==> config.mk <==
export PLATFORM = sky130hd
export DESIGN_NAME = smod_unit
export DESIGN_NICKNAME = d
export VERILOG_FILES = /design/src/rtl/smod_pkg.sv /design/src/rtl/smod_screen.sv /design/src/rtl/smod_core.sv /design/src/rtl/smod_fix.sv /design/src/rtl/smod_unit.sv
export SDC_FILE = /design/constraint.sdc
export NUM_CORES = 1
export LEC_CHECK = 0
export ABC_AREA = 1
export BUFFER_PORTS_ARGS = -buffer_cell sky130_fd_sc_hd__buf_2
export CORE_MARGIN = 4
export CORE_UTILIZATION = 30
export DETAILED_ROUTE_END_ITERATION = 12
export HOLD_SLACK_MARGIN = 0.05
export PLACE_DENSITY = 0.58
export REMOVE_ABC_BUFFERS = 1
export SLEW_MARGIN = 10
export SYNTH_ARGS = -nofsm -noshare
export SYNTH_HDL_FRONTEND = slang
export SYNTH_HIERARCHICAL = 1
export SYNTH_SLANG_ARGS = --single-unit
export TNS_END_PERCENT = 100
==> constraint.sdc <==
create_clock -name clk -period 11 [get_ports clk]
set_input_delay 1.1 -clock clk [delete_from_list [all_inputs] [get_ports clk]]
set_output_delay 1.1 -clock clk [all_outputs]
set_load 0.02 [all_outputs]
==> src/rtl/smod_pkg.sv <==
package smod_pkg;

    parameter int unsigned SMOD_XLEN = 64;
    parameter int unsigned SMOD_WLEN = 32;

    typedef enum logic [1:0] {
        ST_IDLE = 2'd0,
        ST_RUN  = 2'd1,
        ST_DONE = 2'd2
    } smod_state_e;

    // Classification of one operand pair, independent of word width
    typedef struct packed {
        logic div_zero;    // divisor word is zero
        logic min_by_m1;   // most negative dividend with divisor of minus one
        logic dvd_neg;     // dividend word is negative
        logic dsr_neg;     // divisor word is negative
    } smod_flags_t;

    function automatic logic is_special(input smod_flags_t f);
        return f.div_zero | f.min_by_m1;
    endfunction

endpackage

==> src/rtl/smod_screen.sv <==
module smod_screen
    import smod_pkg::*;
#(
    parameter int unsigned WLEN = SMOD_WLEN
) (
    input  logic [WLEN-1:0] dvd_word,
    input  logic [WLEN-1:0] dsr_word,
    output smod_flags_t     flags,
    output logic [WLEN-1:0] dvd_mag,
    output logic [WLEN-1:0] dsr_mag
);
    localparam logic [WLEN-1:0] MOST_NEG = {1'b1, {(WLEN-1){1'b0}}};
    localparam logic [WLEN-1:0] MINUS_ONE = {WLEN{1'b1}};

    always_comb begin
        flags.dvd_neg   = dvd_word[WLEN-1];
        flags.dsr_neg   = dsr_word[WLEN-1];
        flags.div_zero  = (dsr_word == '0);
        flags.min_by_m1 = (dvd_word == MOST_NEG) && (dsr_word == MINUS_ONE);
        dvd_mag = dvd_word[WLEN-1] ? (~dvd_word + 1'b1) : dvd_word;
        dsr_mag = dsr_word[WLEN-1] ? (~dsr_word + 1'b1) : dsr_word;
    end

endmodule

==> src/rtl/smod_core.sv <==
module smod_core
    import smod_pkg::*;
#(
    parameter int unsigned WLEN = SMOD_WLEN
) (
    input  logic            clk,
    input  logic            rst,
    input  logic            load,
    input  logic            step,
    input  logic [WLEN-1:0] dvd_mag,
    input  logic [WLEN-1:0] dsr_mag,
    output logic [WLEN-1:0] rem_next,
    output logic            last
);
    localparam int unsigned CW = (WLEN > 1) ? $clog2(WLEN) : 1;
    localparam logic [CW-1:0] LAST_CNT = CW'(WLEN - 1);

    logic [WLEN-1:0] rem_q;
    logic [WLEN-1:0] dvd_q;
    logic [WLEN-1:0] dsr_q;
    logic [CW-1:0]   cnt_q;
    logic [WLEN:0]   shifted;
    logic [WLEN:0]   trial;

    always_comb begin
        shifted  = {rem_q, dvd_q[WLEN-1]};
        trial    = shifted - {1'b0, dsr_q};
        rem_next = trial[WLEN] ? shifted[WLEN-1:0] : trial[WLEN-1:0];
        last     = (cnt_q == LAST_CNT);
    end

    always_ff @(posedge clk) begin
        if (rst) begin
            rem_q <= '0;
            dvd_q <= '0;
            dsr_q <= '0;
            cnt_q <= '0;
        end else if (load) begin
            rem_q <= '0;
            dvd_q <= dvd_mag;
            dsr_q <= dsr_mag;
            cnt_q <= '0;
        end else if (step) begin
            rem_q <= rem_next;
            dvd_q <= {dvd_q[WLEN-2:0], 1'b0};
            cnt_q <= cnt_q + 1'b1;
        end
    end

    // every partial remainder stays below the divisor magnitude
    p_partial_bound_r5: assert property (@(posedge clk) disable iff (rst)
        step |-> (rem_next < dsr_q));

    // the divisor is not disturbed while stepping
    p_divisor_hold_r8: assert property (@(posedge clk) disable iff (rst)
        (step && !load) |=> $stable(dsr_q));

endmodule

==> src/rtl/smod_fix.sv <==
module smod_fix
    import smod_pkg::*;
#(
    parameter int unsigned XLEN = SMOD_XLEN,
    parameter int unsigned WLEN = SMOD_WLEN
) (
    input  logic [WLEN-1:0] rem_mag,
    input  logic            neg,
    output logic [XLEN-1:0] full
);
    localparam int unsigned EXT = XLEN - WLEN;

    logic [WLEN-1:0] signed_word;

    always_comb begin
        signed_word = neg ? (~rem_mag + 1'b1) : rem_mag;
        full = {{EXT{signed_word[WLEN-1]}}, signed_word};
    end

endmodule

==> src/rtl/smod_unit.sv <==
module smod_unit
    import smod_pkg::*;
#(
    parameter int unsigned XLEN = SMOD_XLEN,
    parameter int unsigned WLEN = SMOD_WLEN
) (
    input  logic            clk,
    input  logic            rst,
    input  logic            start,
    input  logic [XLEN-1:0] src_a,
    input  logic [XLEN-1:0] src_b,
    output logic            busy,
    output logic            done,
    output logic [XLEN-1:0] result,
    output logic            ovf
);
    smod_state_e     state_q;
    smod_flags_t     flags;
    logic [WLEN-1:0] dvd_mag;
    logic [WLEN-1:0] dsr_mag;
    logic [WLEN-1:0] rem_next;
    logic            last;
    logic            accept;
    logic            special;
    logic            neg_q;
    logic [XLEN-1:0] fixed;
    logic [XLEN-1:0] result_q;
    logic            ovf_q;
    logic            unused_hi;

    assign unused_hi = ^{src_a[XLEN-1:WLEN], src_b[XLEN-1:WLEN]};

    smod_screen #(.WLEN(WLEN)) u_screen (
        .dvd_word (src_a[WLEN-1:0]),
        .dsr_word (src_b[WLEN-1:0]),
        .flags    (flags),
        .dvd_mag  (dvd_mag),
        .dsr_mag  (dsr_mag)
    );

    assign special = is_special(flags);
    assign accept  = (state_q == ST_IDLE) && start;

    smod_core #(.WLEN(WLEN)) u_core (
        .clk      (clk),
        .rst      (rst),
        .load     (accept && !special),
        .step     (state_q == ST_RUN),
        .dvd_mag  (dvd_mag),
        .dsr_mag  (dsr_mag),
        .rem_next (rem_next),
        .last     (last)
    );

    smod_fix #(.XLEN(XLEN), .WLEN(WLEN)) u_fix (
        .rem_mag (rem_next),
        .neg     (neg_q),
        .full    (fixed)
    );

    always_ff @(posedge clk) begin
        if (rst) begin
            state_q  <= ST_IDLE;
            neg_q    <= 1'b0;
            result_q <= '0;
            ovf_q    <= 1'b0;
        end else begin
            unique case (state_q)
                ST_IDLE: if (start) begin
                    if (special) begin
                        result_q <= '0;
                        ovf_q    <= 1'b1;
                        state_q  <= ST_DONE;
                    end else begin
                        neg_q   <= flags.dvd_neg;
                        state_q <= ST_RUN;
                    end
                end
                ST_RUN: if (last) begin
                    result_q <= fixed;
                    ovf_q    <= 1'b0;
                    state_q  <= ST_DONE;
                end
                ST_DONE: state_q <= ST_IDLE;
                default: state_q <= ST_IDLE;
            endcase
        end
    end

    assign busy   = (state_q == ST_RUN);
    assign done   = (state_q == ST_DONE);
    assign result = result_q;
    assign ovf    = ovf_q;

    // an overflow result is always zero
    p_ovf_zero_r2: assert property (@(posedge clk) disable iff (rst)
        (done && ovf) |-> (result == '0));

    // undefined operand pairs finish in the next cycle with overflow
    p_special_fast_r3: assert property (@(posedge clk) disable iff (rst)
        (accept && special) |=> (done && ovf));

    // a nonzero remainder follows the dividend sign
    p_rem_sign_r5: assert property (@(posedge clk) disable iff (rst)
        (done && !ovf && (result != '0)) |-> (result[XLEN-1] == neg_q));

    // done is a single pulse and never overlaps busy
    p_done_pulse_r7: assert property (@(posedge clk) disable iff (rst)
        done |=> !done);
    p_busy_done_excl_r7: assert property (@(posedge clk) disable iff (rst)
        !(busy && done));

    // outputs hold outside the loop unless a start is accepted
    p_result_hold_r8: assert property (@(posedge clk) disable iff (rst)
        (!busy && !accept) |=> ($stable(result) && $stable(ovf)));

endmodule

## Word level (Yosys, flattened, before mapping)

Cells that the tools add are included.

| word-level totals | value |
|---|---|
| output and inout bits | 67 |
| flip-flop bits (word level) | 169 |
| bits of input ports | 131 |

| cells by class | value |
|---|---|
| bitwise logic cells | 5 |
| $add $sub $neg | 5 |
| equal/unequal tests | 8 |
| reduce and logical (&&, ||, !) cells | 12 |
| multiplexer cells | 18 |

Operators by type and width:

| kind | count |
|---|---|
| $mux 32 | 6 |
| $mux 64 | 3 |
| $pmux 64 s2 | 1 |
| $add 32x1->32 const B | 3 |
| $not 32->32 | 3 |
| $eq 32x32->1 const B | 2 |
| $sub 33x32->33 | 1 |
| $logic_not 32->1 | 1 |
| $mux 2 | 3 |
| $add 5x1->5 const B | 1 |
| $eq 5x5->1 const B | 1 |
| $ne 2x2->1 const B | 2 |
| $pmux 2 s2 | 1 |
| $reduce_and 4->1 | 1 |
| $reduce_bool 2->1 | 2 |
| $logic_and 1x1->1 | 3 |
| $mux 1 | 3 |
| $reduce_and 3->1 | 1 |
| $eq 2x1->1 const B | 1 |
| $eq 2x2->1 const B | 1 |
| $logic_not 2->1 | 1 |
| $ne 2x1->1 const B | 1 |
| $pmux 1 s2 | 1 |
| $reduce_and 2->1 | 1 |
| other kinds (4) | 4 |

## Depth between registers and ports, before layout

Gate-level depths: netlist of the first run.

| depth | value |
|---|---|
| word-level depth | 7 |
| mapped depth | 29 |
| gate-level depth less buffers | 27 |

## Cells and area by module

Netlist of the first run, hierarchy kept.

Modules (own cells, without submodules):

| module | instances | area each (sq um) | sequential area each (sq um) | cells an instance |
|---|---|---|---|---|
| smod_core | 1 | 7090.6 | 2021.9 | 1173 |
| smod_unit | 1 | 2742.6 | 1361.3 | 326 |
| smod_screen | 1 | 2254.7 | 0.0 | 480 |
| smod_fix | 1 | 1348.8 | 0.0 | 259 |

## Worst setup path before layout of the first run

OpenSTA, ideal clock, no wires.

| timing | value |
|---|---|
| path type | register to register |
| start | reg u_core.dvd_q[31] |
| end | reg result_q[49] (netlist: result[49]) |
| cell stages (with the launch flop) | 28 |
| path buffers | 3 |
| slack | 7.332 ns |
| clock period less this slack | 3.668 ns |
| data required time | 10.930 ns |
| arrival time | 3.598 ns |
| path through | dfxtp_1 > inv_1 > ha_1 > fa_1 > inv_1 > nand2_1 > nand2_1 > nand3_1 > nand2_2 > nand2_1 > nand2_2 > nand2_4 > nand3_2 > nand2_4 > buf_6 > buf_12 > nand2_2 > nand2_1 > nor2_1 > nand2_1 > nor2_2 > nand2_2 > nand2_4 > nand3_1 > nand2_1 > buf_4 > nand4_1 > a21oi_1 |

| on the way | value |
|---|---|
| cells in the longest elaborated chain, start to end | 7 |

RTL lines:

| what | RTL line | text |
|---|---|---|
| start, declared | smod_core.sv:19 | `logic [WLEN-1:0] dvd_q;` |
| start signal, assigned | smod_core.sv:40 | `dvd_q <= dvd_mag;` |
| start signal, assigned | smod_core.sv:45 | `dvd_q <= {dvd_q[WLEN-2:0], 1'b0};` |
| $sub 33x32->33 | smod_core.sv:27 | `trial = shifted - {1'b0, dsr_q};` |
| $mux 32 | smod_core.sv:28 | `rem_next = trial[WLEN] ? shifted[WLEN-1:0] : trial[WLEN-1:0];` |
| via rem_next[14] | smod_unit.sv:21 | `logic [WLEN-1:0] rem_next;` |
| $not 32->32 | smod_fix.sv:16 | `signed_word = neg ? (~rem_mag + 1'b1) : rem_mag;` |
| $add 32x1->32 | smod_fix.sv:16 |  |
| $mux 32 | smod_fix.sv:16 |  |
| via fixed[31] | smod_unit.sv:26 | `logic [XLEN-1:0] fixed;` |
| $mux 64 | smod_unit.sv:79 | `ST_RUN: if (last) begin` |
| $pmux 64 s2 | smod_unit.sv:68 | `unique case (state_q)` |
| end signal, assigned | smod_unit.sv:80 | `result_q <= fixed;` |
| end, declared | smod_unit.sv:27 | `logic [XLEN-1:0] result_q;` |

The timed path passes the listed nets, and every way through them passes these cells. The select of a mux whose other input is x is not followed.
A chain may end at the register's enable or synchronous reset.

## Worst setup path in the final report of the first run

| timing | value |
|---|---|
| start | reg u_core.dvd_q[31] |
| end | reg result_q[43] (netlist: result[43]) |

Same word-level chain as after synthesis.

==> results.md, run 1 <==
* CP Data Arrival Time at 5.76 ns
* Status: completed
* Syn Area/Cell at 6.00 um^2
* Die footprint at 48200 um^2
* Routability cong. at 0.938
* Site Rows at 77
* Worst hold path type: reg2reg
* CTS buffer count at 17
* Post-CTS setup buffers at 0
* Startpoint types: flip-flop
* Clk network pwr share at 28.2%
* Critical R2R Launch: u_core/dvd_q[31]
* R2R depth at 24
* Post-Syn Instances at 2237
* Slew Limit Fails at 0
* Tmin final at 5.39 ns
* H-tree levels at 4
* I/O Pins at 198
* Multi-input logic area at 8210 um^2
* CP Launch Point: u_core/dvd_q[31]
* Synthesis warning total at 6
* CTS tree: built
* HPWL after DPL at 32700 um
* Clk buf depth at 2
* Reg power frac at 30.2%
* Pwr dens at 149 nW/um^2
* CP Max Fanout at 33
* Logic pwr share at 41.6%
* Die height at 220 um
* DRC at 0
* Vias per Instance at 4.91
* Layout area overhead at 9.71%
* Sw Ratio at 42.7%
* Crit. End Element: flip-flop
* Hold path endpoint: u_core/dvd_q[2]
* Cts hold-fix bufs at 0
* Final setup fails at 0
* Post-route ant nets at 0
* First-pass GRT wire length at 68300 um
* Worst Skew at 0.0142 ns
* Clk sink count at 169
* Number of global-route vias before repair at 12836
* Worst EP required at 11.37 ns
* DRT iter0 DRCs at 1081
* R2r endpoint: result[43]
* Slew of the pin with the lowest slew margin at 1.20 ns
* R2r setup slk at 5.61 ns
* Setup WS pre-CTS at 5.68 ns
* Initial Util at 30.4%
* FF+latch area at 3380 um^2
* GRT Overall Usage at 17.5%
* Clock root cell: clkbuf_16
* Pleak at 0.00717 uW
* Final WL at 43000 um
* Fmax at 185 MHz
* Clock-pin slew on the worst setup and hold paths at 0.07 ns
* Fillers at 4962
* Max-slew headroom at 20.1%
* Hold Path Depth at 2
* Total number of vias at 14115
* Crit Path Category: reg2reg
* Worst vdd ir at 0.100 mV
* Total negative slack at 0 ns
* Sw power at 937 uW
* Gr ovfl total at 0
* Max cap viols at 0
* Initial antenna violation count at 1
* Final #Nets at 2436
* Proportion of layout cells with a drive suffix above 1 at 11.5%
* Post-CTS Resized at 0
* Largest net degree at the start of global routing at 95
* TritonRoute pass-1 iters at 6
* IO buf count at 133
* Worst-Skew Late Latency at 0.45 ns
* Final worst slack at 5.61 ns
* Final Hold Fails at 0
* Int Power at 1260 uW
* Core Region at 44200 um^2
* Fin crit share at 49.0%
* Mapped Area at 13400 um^2
* Wire length per cell at 15.0 um
* Hold Crit Start: u_core/dvd_q[1]
* RSZ-0062 raised after global routing: false
* Die width at 220 um
## power groups by stage
| stage | clock network [uW] | logic (uW) | registers [uW] |
|---|---|---|---|
| detailed placement | 0 | 905 | 675 |
| finish | 620 | 913 | 662 |
| global route | 666 | 1020 | 665 |
| CTS | 640 | 908 | 662 |
| floorplan | 0 | 644 | 672 |
| global placement | 0 | 902 | 675 |
## worst max-delay path, stage by stage (launching register included)
cell and delay [ns]:
dfxtp_1 0.33, inv_1 0.06, ha_1 0.23, fa_1 0.41, inv_1 0.13, nand2_1 0.06, nand2_1 0.07, nand3_1 0.09
nand2_2 0.15, nand2_1 0.08, nand2_2 0.12, nand2_4 0.10, nand3_2 0.56, nand2_4 0.40, nand2_1 0.18, nand2_1 0.27
nor2_1 0.29, nand2_1 0.11, nor2_2 0.15, nand2_2 0.08, nand2_4 0.08, nand3_1 0.08, nand2_1 0.87, nand4_1 0.19
a21oi_1 0.20
## placed cells by master (no fill, tap or decap), types with 3 or more instances in the layout
master,count
o21bai_1,5
nand2_4,5
nand2_2,20
nand2_1,622
clkinvlp_4,3
and2_1,4
nand4_1,78
o21ai_0,66
o221ai_1,28
buf_2,133
clkbuf_16,17
nor2_2,26
inv_6,3
nor3_1,46
inv_1,266
clkinv_1,3
a21oi_1,135
nand3_2,3
dfxtp_1,169
xor2_1,30
inv_2,3
ha_1,37
buf_4,12
nor2_1,271
xnor2_1,26
o21ai_1,8
nand3_1,207
nand3b_1,8
clkinv_4,3
nor2_4,19
## flip-flops by register name (all words and copies together), names as in the netlist
register / flops
state_q: 2
ovf: 1
neg_q: 1
u_core/cnt_q: 5
u_core/dvd_q: 32
u_core/rem_q: 32
result: 64
u_core/dsr_q: 32
## per-stage QoR
step | cells | power (uW) | instance area (um^2) | hold WS [ns] | util, %
final | 2872 | 2190 | 14700 | 0.462 | 33.3
after global routing | 2871 | 2360 | 14700 | 0.493 | 33.3
after CTS | 2871 | 2210 | 14700 | 0.465 | 33.3
after detailed placement | 2839 | 1580 | 14100 | 0.448 | 32.0
after global placement | 2839 | 1580 | 14100 | 0.438 | 32.0
after floorplan | 2102 | 1320 | 12600 | 0.426 | -
## area by class of cell
cell class              instances  area share (%)
diodes                          1          0.0170
multi-input cells            1658            55.7
inverters                     275            7.07
well taps                     592            5.03
clock buffers                  21            3.13
flip-flops and latches        169            23.0
repair buffers                145            5.13
clock inverters                11           0.934
## worst max path at each step
| stage | to | slack [ns] | cells after the start |
|---|---|---|---|
| after floorplan | u_core/dvd_q[30] | 6.84 | 12 |
| after global placement | result[41] | 5.68 | 25 |
| after detailed placement | result[41] | 5.68 | 25 |
| after CTS | result[41] | 5.66 | 25 |
| after global routing | result[37] | 5.21 | 24 |
| final | result[43] | 5.61 | 24 |
## routing by layer
| layer | global-route usage, % | share of wire (%) | vias up |
|---|---|---|---|
| met3 | 3.12 | 4.9 | 49 |
| met2 | 28.2 | 45 | 352 |
| li1 | - | - | 7202 |
| met5 | 0 | 0 | - |
| met1 | 23.9 | 47 | 6512 |
| met4 | 5.23 | 2.6 | 0 |
No activity file was read; power rests on OpenSTA's default activity.
==> inputs of run 2 (changes only) <==
==> constraint.sdc (replaced) <==
create_clock -name clk -period 5.5 [get_ports clk]
set_input_delay 0.55 -clock clk [delete_from_list [all_inputs] [get_ports clk]]
set_output_delay 0.55 -clock clk [all_outputs]
set_load 0.02 [all_outputs]
==> run 2 against run 1 <==
Net effect: core utilization about the same; register-to-register slack lost 4.6 ns; first-iteration DRC count shrank 12%; combinational power increased by 100%; sequential cell count unchanged; count of clock-buffer cells in the layout decreased by 4; final cell count is 0.24% higher; non-clock buffer count is 7 higher; worst setup slack got worse by 4.6 ns; clock power rose by 94%; critical path depth grew 3; largest power group unchanged.
==> results.md, run 2 (synthesis results as in run 1) <==
* Status: completed (unchanged)
* Max FFs per register at 64 (unchanged)
* TritonRoute pass-1 iters at 5 (was 6)
* Critical Path Slowest Stage Cell: fa_1 (was nand2_1)
* Layout area overhead at 9.87% (was 9.71%)
* Max cap viols at 0 (unchanged)
* Clk sink count at 169 (unchanged)
* RSZ-0062 raised after global routing: false (unchanged)
* Gr ovfl total at 0 (unchanged)
* DRC at 0 (unchanged)
* Slew Limit Fails at 0 (unchanged)
* H-tree levels at 4 (unchanged)
* Fillers at 4975 (was 4962)
* Die height at 220 um (unchanged)
* CTS buffer count at 17 (unchanged)
* First-pass GRT wire length at 70100 um (was 68300 um)
* Post-CTS setup buffers at 0 (unchanged)
* Clock root cell: clkbuf_16 (unchanged)
* DRT iter0 DRCs at 952 (was 1081)
* Tmin final at 4.47 ns (was 5.39 ns)
* Final Hold Fails at 0 (unchanged)
* Cts hold-fix bufs at 0 (unchanged)
* CP Max Fanout at 31 (was 33)
* Worst-Skew Late Latency at 0.45 ns (about the same)
* Fin area at 14800 um^2 (was 14700 um^2)
* Most frequent cell on the critical path: nand2_1 (unchanged)
* Largest net degree at the start of global routing at 108 (was 95)
* Crit Path Category: reg2reg (unchanged)
* Fin crit share at 81.2% (was 49.0%)
* Worst vdd ir at 0.207 mV (was 0.100 mV)
* Worst Skew at 0.0123 ns (was 0.0142 ns)
* Total number of vias at 13902 (was 14115)
* Initial antenna violation count at 1 (unchanged)
* Vias per Instance at 4.83 (was 4.91)
* Site Rows at 77 (unchanged)
* Clock-pin slew on the worst setup and hold paths at 0.07 ns (about the same)
* Finished Core Util at 33.4% (was 33.3%)
* Post-route ant nets at 0 (unchanged)
* Wire length per cell at 15.2 um (was 15.0 um)
* Max-slew headroom at 24.9% (was 20.1%)
* Core Region at 44200 um^2 (unchanged)
* IO buf count at 133 (unchanged)
* CP Data Arrival Time at 4.84 ns (was 5.76 ns)
* Number of global-route vias before repair at 13095 (was 12836)
* Pwr dens at 296 nW/um^2 (was 149 nW/um^2)
* Final WL at 43900 um (was 43000 um)
* GRT Overall Usage at 18.1% (was 17.5%)
* Crit. End Element: flip-flop (unchanged)
* Total negative slack at 0 ns (unchanged)
* Clk buf depth at 2 (unchanged)
* Worst hold path type: in2reg (was reg2reg)
* Die footprint at 48200 um^2 (unchanged)
* Final #Nets at 2443 (was 2436)
* Pleak at 0.00720 uW (was 0.00717 uW)
* Die width at 220 um (unchanged)
* Post-CTS Resized at 0 (unchanged)
* Initial Util at 30.4% (unchanged)
* Min Hold Slack at 0.409 ns (was 0.462 ns)
* CTS tree: built (unchanged)
* Proportion of layout cells with a drive suffix above 1 at 11.9% (was 11.5%)
* Worst EP required at 5.88 ns (was 11.37 ns)
* Fmax at 224 MHz (was 185 MHz)
* Routability cong. at 0.928 (was 0.938)
* Final setup fails at 0 (unchanged)
* Commonest non-fill, non-tap cells in the layout: nand2_1 (622), nor2_1 (271), inv_1 (266), nand3_1 (207), dfxtp_1 (169) (unchanged)
* I/O Pins at 198 (unchanged)
* Worst path max stage delay at 0.44 ns (was 0.87 ns)
* Placed Area at 14200 um^2 (was 14100 um^2)
* Slew of the pin with the lowest slew margin at 1.13 ns (was 1.20 ns)
* HPWL after DPL at 34300 um (was 32700 um)
* Startpoint types: flip-flop (unchanged)
* Commonest non-fill, non-tap cell in the layout: nand2_1 (unchanged)
==> run 2: cell count changes in the layout (fill, tap and decap cells not counted) <==
cell | previous run | this run
buf_4 | 12 | 19
clkinv_2 | 0 | 4
clkbuf_1 | 2 | 0
clkbuf_8 | 2 | 0
clkinvlp_4 | 3 | 1
inv_6 | 3 | 5
bufinv_16 | 2 | 1
inv_8 | 1 | 2
==> run 2: final cells by class <==
type / count / area, um^2 / area share (%)
Antenna cell: 1 / 2.50 / 0.0170
Clock buffer: 17 / 425 / 2.88
Sequential cell: 169 / 3380 / 22.9
Multi-Input combinational cell: 1658 / 8210 / 55.6
Tap cell: 592 / 741 / 5.02
Inverter: 275 / 1040 / 7.06
Clock inverter: 15 / 141 / 0.958
Timing Repair Buffer: 152 / 808 / 5.48
==> run 2: routing by layer <==
metal / GRT usage (%) / vias to the layer above / share of wire (%)
met3: 3.14 / 44 / 4.3
met2: 31.0 / 287 / 47
met5: 0 / - / 0
met1: 24.0 / 6354 / 47
met4: 3.89 / 0 / 1.7
li1: - / 7217 / -
==> run 2: path summary, 6_finish.rpt <==
check	slack, ns	cells after the start	start	endpoint
setup / recovery	1.03	27	u_core/dvd_q[31]	result[45]
hold / removal	0.41	3	src_b[0]	u_core/dsr_q[0]
setup reg to reg	1.03	27	u_core/dvd_q[31]	result[45]
hold reg to reg	0.46	2	u_core/dsr_q[28]	u_core/dsr_q[28]
==> run 2: metrics by stage <==
| stage | worst slack (ns) | instances | total power, uW |
|---|---|---|---|
| 2_1_floorplan | 1.55 | 2102 | 2630 |
| 3_3_place_gp | 1.21 | 2846 | 3180 |
| 3_5_place_dp | 1.13 | 2846 | 3190 |
| 4_1_cts | 1.10 | 2878 | 4410 |
| 5_1_grt | 0.640 | 2878 | 4700 |
| 6_report | 1.03 | 2879 | 4370 |
==> run 2: where the power goes <==
group / switching [uW] / total, uW / internal (uW)
clock: 563 / 1200 / 633
combinational: 1320 / 1850 / 535
sequential: 39.7 / 1330 / 1290
==> run 2: critical path, delay by kind of cell (launching register included) <==
kind            cells  cell delay [ns]
buf+inv             3             0.56
simple gates       21             2.58
flops               1             0.34
fa+ha+maj           2             0.66
compound gates      1             0.20
==> inputs of run 3 (changes only) <==
==> constraint.sdc (replaced) <==
create_clock -name clk -period 4.2 [get_ports clk]
set_input_delay 0.42 -clock clk [delete_from_list [all_inputs] [get_ports clk]]
set_output_delay 0.42 -clock clk [all_outputs]
set_load 0.02 [all_outputs]
==> run 3 against run 2 <==
Net effect: design area up 3.3%; first-iteration DRC count rose by 9.5%; final cell count up 1.6%; global-route usage increased by 0.33 points; clock skew increased by 0.0080 ns; clock power up 36%; critical path depth down 4; count of clock-buffer cells in the layout unchanged; critical path type unchanged.
==> results.md, run 3 (synthesis results as in run 1) <==
* FF+latch area at 3380 um^2 (unchanged)
* Most frequent cell on the critical path: nand2_1 (unchanged)
* GRT busiest layer: met2 (unchanged)
* Tmin final at 3.94 ns (was 4.47 ns)
* Pwr dens at 403 nW/um^2 (was 296 nW/um^2)
* DRT iter0 DRCs at 1042 (was 952)
* Worst EP required at 4.58 ns (was 5.88 ns)
* Setup WS pre-CTS at 0.200 ns (was 1.13 ns)
* Worst hold path type: in2reg (unchanged)
* Post-CTS Resized at 0 (unchanged)
* Slew of the pin with the lowest slew margin at 0.988 ns (was 1.13 ns)
* CTS buffer count at 17 (unchanged)
* Layout area overhead at 13.5% (was 9.87%)
* Final WL at 44500 um (was 43900 um)
* Max-slew headroom at 33.7% (was 24.9%)
* Post-CTS setup buffers at 0 (unchanged)
* Multi-input logic area at 8220 um^2 (was 8210 um^2)
* Site Rows at 77 (unchanged)
* Clk sink count at 169 (unchanged)
* Die height at 220 um (unchanged)
* R2R depth at 23 (was 27)
* Hold Path Depth at 3 (unchanged)
* Startpoint types: flip-flop (unchanged)
* Commonest non-fill, non-tap cell in the layout: nand2_1 (unchanged)
* Met2 Use GR at 30.4% (was 31.0%)
* Final #Nets at 2488 (was 2443)
* Crit Path Category: reg2reg (unchanged)
* Clk buf depth at 2 (unchanged)
* Final Hold Fails at 0 (unchanged)
* Worst Path Buf+Inv at 4 (was 3)
* Worst Skew at 0.0204 ns (was 0.0123 ns)
* CTS tree: built (unchanged)
* RSZ-0062 raised after global routing: false (unchanged)
* Slew Limit Fails at 0 (unchanged)
* Final setup fails at 0 (unchanged)
* Final worst slack at 0.261 ns (was 1.03 ns)
* Routability cong. at 0.906 (was 0.928)
* Fmax at 254 MHz (was 224 MHz)
* Largest net degree at the start of global routing at 115 (was 108)
* Vias per Instance at 4.86 (was 4.83)
* DRC at 0 (unchanged)
* Crit. End Element: flip-flop (unchanged)
* Number of global-route vias before repair at 13345 (was 13095)
* Critical Path Slowest Stage Cell: fa_1 (unchanged)
* Max cap viols at 0 (unchanged)
* Worst-Skew Late Latency at 0.47 ns (was 0.45 ns)
* Cts hold-fix bufs at 0 (unchanged)
* CP Data Arrival Time at 4.32 ns (was 4.84 ns)
* Die width at 220 um (unchanged)
* Initial Util at 30.4% (unchanged)
* Status: completed (unchanged)
* Die footprint at 48200 um^2 (unchanged)
* GRT Overall Usage at 18.5% (was 18.1%)
* Met3 GRT Util at 3.14% (unchanged)
* Fillers at 4916 (was 4975)
* Min Hold Slack at 0.238 ns (was 0.409 ns)
* H-tree levels at 4 (unchanged)
* Clock-pin slew on the worst setup and hold paths at 0.07 ns (about the same)
* Commonest non-fill, non-tap cells in the layout: nand2_1 (622), nor2_1 (269), inv_1 (266), nand3_1 (207), dfxtp_1 (169) (was nand2_1 (622), nor2_1 (271), inv_1 (266), nand3_1 (207), dfxtp_1 (169))
* HPWL after DPL at 34500 um (was 34300 um)
* Fin crit share at 93.8% (was 81.2%)
* CP Depth at 23 (was 27)
* TritonRoute pass-1 iters at 5 (unchanged)
* Crit-path cells: inv_1, ha_1, fa_1, inv_1, nand2_1, nand2_1, nand3_1, nand2_2, nand2_1, nand2_2, nand2_4, nand3_2, buf_6, nand3_1, nand2_1, buf_4, nor2_2, nand2_1, nor2_1, o21ai_0, xor2_1, nand4_1, a21oi_1
* Proportion of layout cells with a drive suffix above 1 at 13.6% (was 11.9%)
* Wire length per cell at 15.2 um (about the same)
* Initial antenna violation count at 1 (unchanged)
* First-pass GRT wire length at 71000 um (was 70100 um)
* Core Region at 44200 um^2 (unchanged)
* I/O Pins at 198 (unchanged)
* CP Max Fanout at 29 (was 31)
* Gr ovfl total at 0 (unchanged)
* Worst path max stage delay at 0.42 ns (was 0.44 ns)
* Met1 Use GR at 24.4% (was 24.0%)
* Total number of vias at 14216 (was 13902)
* Worst vdd ir at 0.214 mV (was 0.207 mV)
* Total negative slack at 0 ns (unchanged)
* IO buf count at 133 (unchanged)
* Clock root cell: clkbuf_16 (unchanged)
* Pleak at 0.00747 uW (was 0.00720 uW)
* Crit path max-delay family: simple AND/OR/NAND/NOR gates (unchanged)
* Post-route ant nets at 0 (unchanged)
* Max FFs per register at 64 (unchanged)
## run 3: final cells by class
type                    instances  area share [%]
well taps                     592            4.86
flip-flops and latches        169            22.2
clock buffers                  17            2.79
clock inverters                15            1.19
multi-input cells            1658            53.9
diodes                          1          0.0164
inverters                     275            6.84
repair buffers                197            8.20
## run 3: path summary, 6_finish.rpt
check | startpoint | end | slack (ns)
max | u_core/dvd_q[31] | result[14] | 0.26
min | src_a[0] | u_core/dvd_q[0] | 0.24
max reg2reg | u_core/dvd_q[31] | result[14] | 0.26
min reg2reg | u_core/dvd_q[1] | u_core/dvd_q[2] | 0.44
## run 3: power breakdown
group	switching, uW	leakage (uW)	total, uW	internal, uW
combinational	1790	0.00580	2770	970
clock	782	0.000292	1630	850
sequential	50.8	0.00138	1740	1690
total	2630	0.00747	6140	3510
## run 3: tightest hold or removal path: stages
cell	delay [ns]
buf_2	0.11
nand2_1	0.06
a21oi_1	0.05
## run 3: routing by layer
layer / up-vias / wire [um] / part of all wire (%)
li1: 7307 / - / -
met1: 6530 / 20800 / 47
met2: 322 / 20200 / 45
met3: 57 / 2130 / 4.8
met4: 0 / 1350 / 3.0
met5: - / 0 / 0
## run 3: stage by stage
stage	power (uW)	util [%]	cell area [um^2]	cells
final	6140	34.5	15200	2924
after global routing	6590	34.5	15200	2923
after CTS	6180	34.4	15200	2923
after detailed placement	4520	33.1	14600	2891
after global placement	4510	33.1	14600	2891
after floorplan	3450	-	12600	2102
